<file path="src/rtl/seg_agen_pkg.sv">
package seg_agen_pkg;
  localparam int unsigned ADDR_W    = 32;
  localparam int unsigned PHYS_W    = 24;
  localparam int unsigned REAL_W    = 20;
  localparam int unsigned SEL_W     = 16;
  localparam int unsigned SEL_SHIFT = 4;
  localparam int unsigned SEG_NUM   = 6;
  localparam int unsigned SEG_IDX_W = 3;

  typedef logic [ADDR_W-1:0]    addr_t;
  typedef logic [PHYS_W-1:0]    phys_t;
  typedef logic [SEG_IDX_W-1:0] seg_idx_t;
endpackage

</file>
<file path="src/rtl/seg_base_file.sv">
module seg_base_file #(
  parameter int unsigned NUM   = seg_agen_pkg::SEG_NUM,
  parameter int unsigned IDX_W = seg_agen_pkg::SEG_IDX_W,
  parameter int unsigned DW    = seg_agen_pkg::ADDR_W
) (
  input  logic             clk_i,
  input  logic             rst_ni,
  input  logic             we_i,
  input  logic [IDX_W-1:0] widx_i,
  input  logic [DW-1:0]    wdata_i,
  input  logic [IDX_W-1:0] ridx_i,
  output logic [DW-1:0]    rdata_o
);
  logic [DW-1:0] base_q [NUM];

  for (genvar g = 0; g < NUM; g++) begin : g_slot
    always_ff @(posedge clk_i or negedge rst_ni) begin
      if (!rst_ni)                                 base_q[g] <= '0;
      else if (we_i && widx_i == IDX_W'(g))        base_q[g] <= wdata_i;
    end
  end

  // read sees pre-edge contents; out-of-range slots read zero
  always_comb begin
    rdata_o = '0;
    for (int i = 0; i < NUM; i++)
      if (ridx_i == IDX_W'(i)) rdata_o = base_q[i];
  end
endmodule

</file>
<file path="src/rtl/ea_adder.sv">
module ea_adder #(
  parameter int unsigned W = seg_agen_pkg::ADDR_W
) (
  input  logic [W-1:0] base_i,
  input  logic [W-1:0] index_i,
  input  logic         use_index_i,
  input  logic [W-1:0] disp_i,
  output logic [W-1:0] ea_o
);
  logic [W-1:0] idx_term;
  assign idx_term = use_index_i ? index_i : '0;
  assign ea_o     = base_i + idx_term + disp_i;
endmodule

</file>
<file path="src/rtl/lin_xlate.sv">
module lin_xlate #(
  parameter int unsigned W      = seg_agen_pkg::ADDR_W,
  parameter int unsigned REAL_W = seg_agen_pkg::REAL_W,
  parameter int unsigned SEL_W  = seg_agen_pkg::SEL_W,
  parameter int unsigned SHIFT  = seg_agen_pkg::SEL_SHIFT
) (
  input  logic             prot_i,
  input  logic [SEL_W-1:0] selector_i,
  input  logic [W-1:0]     seg_base_i,
  input  logic [W-1:0]     ea_i,
  output logic [W-1:0]     linear_o
);
  logic [W-1:0] sel_ext, real_sum, prot_sum;

  assign sel_ext  = W'(selector_i) << SHIFT;
  assign real_sum = sel_ext + ea_i;
  assign prot_sum = seg_base_i + ea_i;

  // real mode drops every carry above the 1 MB window
  assign linear_o = prot_i ? prot_sum
                           : {{(W-REAL_W){1'b0}}, real_sum[REAL_W-1:0]};
endmodule

</file>
<file path="src/rtl/seg_agen.sv">
module seg_agen
  import seg_agen_pkg::*;
(
  input  logic                 clk_i,
  input  logic                 rst_ni,
  input  logic                 in_valid_i,
  input  logic                 prot_mode_i,
  input  logic                 paging_en_i,
  input  logic [SEG_IDX_W-1:0] seg_idx_i,
  input  logic [SEL_W-1:0]     selector_i,
  input  logic [ADDR_W-1:0]    ea_base_i,
  input  logic [ADDR_W-1:0]    ea_index_i,
  input  logic                 use_index_i,
  input  logic [ADDR_W-1:0]    ea_disp_i,
  input  logic                 base_we_i,
  input  logic [SEG_IDX_W-1:0] base_widx_i,
  input  logic [ADDR_W-1:0]    base_wdata_i,
  output logic                 out_valid_o,
  output logic [ADDR_W-1:0]    linear_o,
  output logic [PHYS_W-1:0]    phys_o,
  output logic                 needs_paging_o
);
  addr_t seg_base, ea, linear_d;
  addr_t linear_q;
  phys_t phys_q;
  logic  valid_q, paging_q;

  seg_base_file #(.NUM(SEG_NUM), .IDX_W(SEG_IDX_W), .DW(ADDR_W)) u_bases (
    .clk_i   (clk_i),
    .rst_ni  (rst_ni),
    .we_i    (base_we_i),
    .widx_i  (base_widx_i),
    .wdata_i (base_wdata_i),
    .ridx_i  (seg_idx_i),
    .rdata_o (seg_base)
  );

  ea_adder #(.W(ADDR_W)) u_ea (
    .base_i      (ea_base_i),
    .index_i     (ea_index_i),
    .use_index_i (use_index_i),
    .disp_i      (ea_disp_i),
    .ea_o        (ea)
  );

  lin_xlate #(.W(ADDR_W), .REAL_W(REAL_W), .SEL_W(SEL_W), .SHIFT(SEL_SHIFT)) u_xlate (
    .prot_i     (prot_mode_i),
    .selector_i (selector_i),
    .seg_base_i (seg_base),
    .ea_i       (ea),
    .linear_o   (linear_d)
  );

  always_ff @(posedge clk_i or negedge rst_ni) begin
    if (!rst_ni) valid_q <= 1'b0;
    else         valid_q <= in_valid_i;
  end

  always_ff @(posedge clk_i or negedge rst_ni) begin
    if (!rst_ni) begin
      linear_q <= '0;
      phys_q   <= '0;
      paging_q <= 1'b0;
    end else if (in_valid_i) begin
      linear_q <= linear_d;
      phys_q   <= linear_d[PHYS_W-1:0];
      paging_q <= prot_mode_i & paging_en_i;
    end
  end

  assign out_valid_o    = valid_q;
  assign linear_o       = linear_q;
  assign phys_o         = phys_q;
  assign needs_paging_o = paging_q;
endmodule

</file>
<file path="config.mk">
export PLATFORM = sky130hd
export DESIGN_NAME = seg_agen
export DESIGN_NICKNAME = d
export VERILOG_FILES = /design/src/rtl/seg_agen_pkg.sv /design/src/rtl/seg_base_file.sv /design/src/rtl/ea_adder.sv /design/src/rtl/lin_xlate.sv /design/src/rtl/seg_agen.sv
export SDC_FILE = /design/constraint.sdc
export NUM_CORES = 1
export LEC_CHECK = 0
export BUFFER_PORTS_ARGS = -buffer_cell sky130_fd_sc_hd__buf_2
export CORE_MARGIN = 10
export CORE_UTILIZATION = 29
export DETAILED_ROUTE_END_ITERATION = 8
export SLEW_MARGIN = 20
export SYNTH_ARGS = -nofsm -noshare
export SYNTH_HDL_FRONTEND = slang
export SYNTH_SLANG_ARGS = --single-unit
</file>
<file path="constraint.sdc">
create_clock -name clk_i -period 3.6 [get_ports clk_i]
set_input_delay 0.18 -clock clk_i [delete_from_list [all_inputs] [get_ports clk_i]]
set_output_delay 0.18 -clock clk_i [all_outputs]
set_load 0.1 [all_outputs]
</file>
==> out/metrics.cfg <==
[status]
status = complete, but fails checks
violations = setup timing

[sta]
relSlewSlack_pct = 30.5
hold_viol = 0
tns_ns = -7.05
fin_crit_sh_pct = 114
tightest_slew_ns = 1.04
whs_ns = 0.118
timing.final.ws_setup_ns = -0.502
setup_violations = 20
post-route-min-period_ns = 4.10
fmax_ghz = 0.244
drv_slew = 0
fin_skew_ns = 0.00837
grt_setup_unrepaired = true

[floorplanning]
dieArea_sq_um = 59900
initial_utilization_pct = 29.3
fp.dieW_um = 245
num_rows = 82
core_area_sq_um = 50100
fp.dieH_um = 245
boundaryPins = 215

[logic_synthesis]
synth_warnings = 0
synth_top_area_share_pct = 38.6
synth_cell_types = 70
synth-edff-count = 0
syn_nets = 1627
synthesis.area_sq_um = 14600
syn_inst = 1358
yosysSeqAreaShare_pct = 38.6
synth-async-reset-ratio_pct = 100
yosysTopAreaCell = dfrtp_1
synth_area_leaders = dfrtp_1 39%, mux2_2 15%, ha_1 6.7%
ys_ff_latch = 226
synth.avg_cell_area_sq_um = 10.8
synth_ff_type = dfrtp_1

[power]
p_comb_share_pct = 59.6
ir_worst_vdd_mv = 0.391
power.internal_uw = 8410
power_frac_clock_pct = 17.0
swShare_pct = 44.6
power_switching_uw = 6780
power_leakage_uw = 0.00943
p_seq_share_pct = 23.4
p_per_area_nw_per_um2 = 745

[worst_setup_path]
cp-start-kind = primary input
endpoint_kind = flop
cp.arrival_ns = 4.53
slowest_delay_ns = 0.43
startpoint = use_index_i
path_class = in -> reg
slowest_stage = fa_1
crit_fanout = 8
r2r-start = u_bases.base_q[96]$_DFFE_PN0P_
required_ns = 4.03

[clock_tree]
cts_buffers = 25
clock_sinks = 226
root_buffer = clkbuf_16
cts_tree = built
insertion_delay_ns = 0.53
htree_levels = 1
ctsLongestPathBuffers = 3
clk_pin_slew_ns = 0.06

[flow_run]
cap_violations = 0

[detailed_routing]
drt_pass1_iterations = 4
dr_total_vias = 12200
wl_mm = 45.5
ant_nets = 0
drt_iter0_drc = 533
viasPerCell = 4.82
routedWlPerCell_um = 18.0
drc = 0

[global_route]
grt_pass1_wl_mm = 70.9
grtUsageTotal_pct = 14.6
gr-total-overflow = 0
grt_start_max_net_pins = 125
grt_pass1_vias = 12800
antenna_found_initial = 17

[finish]
fin_nets = 2099
n_fill_cell = 4850
area_growth_pct = 39.2
drive_gt1_share_pct = 46.9
multi_input_area_sq_um = 9330
ff_latch_area_sq_um = 5660

[place]
gp_congestion = 0.875
numPortBuffers = 214
dp_hpwl_mm = 33.5

[hold_path]
min_from = selector_i[15]
worstHoldPathType = in -> reg

## critical path, delay by kind of cell
family	cells	cell delay (ns)
buf+inv	5	0.66
simple gates	2	0.22
compound gates	13	2.07
xor+xnor	1	0.13
fa+ha+maj	4	1.27
## per-stage QoR
| step | cells | power [uW] | utilization (%) | setup slack [ns] | cell area, sq um |
|---|---|---|---|---|---|
| global route | 2524 | 16100 | 40.7 | -0.712 | 20400 |
| finish | 2525 | 15200 | 40.7 | -0.502 | 20400 |
| detailed placement | 2409 | 11700 | 36.4 | -1.32 | 18200 |
| floorplan | 1358 | 9290 | - | -0.718 | 14800 |
| CTS | 2507 | 14900 | 39.8 | -0.455 | 19900 |
| global placement | 2409 | 11600 | 36.4 | -1.28 | 18200 |
## routing by layer
| metal | GRT usage (%) | routed length (um) |
|---|---|---|
| met1 | 18.2 | 19900 |
| met2 | 25.0 | 22000 |
| met3 | 3.96 | 2870 |
| met4 | 2.85 | 649 |
| met5 | 0 | 161 |
## worst paths after layout
check                                             endpoint  slack (ns)  cells after the start
min in group asynchronous  u_bases.base_q[119]$_DFFE_PN0P_        0.29                      2
max                               linear_o[27]$_DFFE_PN0P_       -0.50                     25
min                               linear_o[19]$_DFFE_PN0P_        0.12                      4
max in group asynchronous  u_bases.base_q[155]$_DFFE_PN0P_        2.24                      3
max reg2reg                       linear_o[28]$_DFFE_PN0P_       -0.07                     18
min reg2reg                u_bases.base_q[169]$_DFFE_PN0P_        0.50                      1
## kinds of logic (layout without fill, tap and decap cells)
kind of cell	Yosys count	count (layout)	synth area share, %
compound gates	299	299	13.9
xor+xnor	67	67	4.01
fa+ha+maj	112	112	11.3
buf+inv	103	593	3.25
flops	226	226	38.6
mux	262	262	19.5
other cells	0	5	0
simple gates	289	289	9.35
## cells in the final DEF (no fill, tap or decap), types with 6 or more instances in the layout
master / n
buf_4: 262
dfrtp_1: 226
buf_2: 212
mux2_2: 191
nor2_1: 98
mux2i_1: 71
nand2_1: 71
a21oi_1: 70
ha_1: 65
dlygate4sd3_1: 34
a21oi_2: 32
o221ai_1: 31
a21o_1: 31
xnor2_1: 31
and2_1: 30
fa_1: 30
clkbuf_16: 25
inv_1: 18
o21ai_0: 18
xnor2_2: 15
xor2_1: 15
nand3_1: 14
o21bai_1: 13
buf_6: 13
o21ai_1: 12
ha_4: 12
o21a_1: 11
nor3_1: 9
o211ai_1: 8
o21ai_2: 8
nand4_1: 8
a22o_1: 8
a31oi_1: 7
nand2b_1: 7
nor2_2: 6
## Yosys cell counts, types with 4 or more instances
cell type	number
and3_1	7
mux2_2	191
nand2b_1	7
nor3_1	14
buf_4	24
xor2_1	20
ha_1	78
o21a_1	11
clkbuf_1	44
nand4_1	8
a211oi_1	6
nor2b_1	6
inv_1	19
xnor2_1	47
o21ai_0	34
a31oi_1	11
nor2_1	105
a21oi_1	102
a22o_1	9
or3_1	4
mux2i_1	71
fa_1	34
nand3_1	17
a221oi_1	4
a21o_1	31
and2_1	32
nor3b_1	4
buf_1	14
o21bai_1	14
nand2_1	74
dfrtp_1	226
o211ai_1	8
o221ai_1	32
## final cells by class
type | count | share of cell area [%]
inverter | 21 | 0.387
timing repair buffer | 527 | 17.9
clock buffer | 33 | 3.46
antenna | 5 | 0.0614
clock inverter | 12 | 0.632
tap | 672 | 4.12
multi-input combinational | 1029 | 45.7
sequential | 226 | 27.7
## power groups by stage
stage | combinational, uW | sequential, uW | clock, uW
after floorplan | 4570 | 4720 | 0
after global placement | 8030 | 3560 | 0
after detailed placement | 8110 | 3590 | 0
after CTS | 8650 | 3550 | 2670
after global routing | 9700 | 3630 | 2770
final | 9060 | 3550 | 2590
## sequential cells by signal, summed over array words and instances, names as in the netlist
name,flops
u_bases.base_q,192
out_valid_o,1
linear_o,32
needs_paging_o,1
## what timing repair did
item,CTS,global route
cloned,1,0
resized for setup,71,62
setup buffers,19,13
hold buffers,34,0
hold endpoints to repair,314,0
pin swaps,76,63
endpoints found under the setup margin,23,24
(Power assumes the default switching activity.)
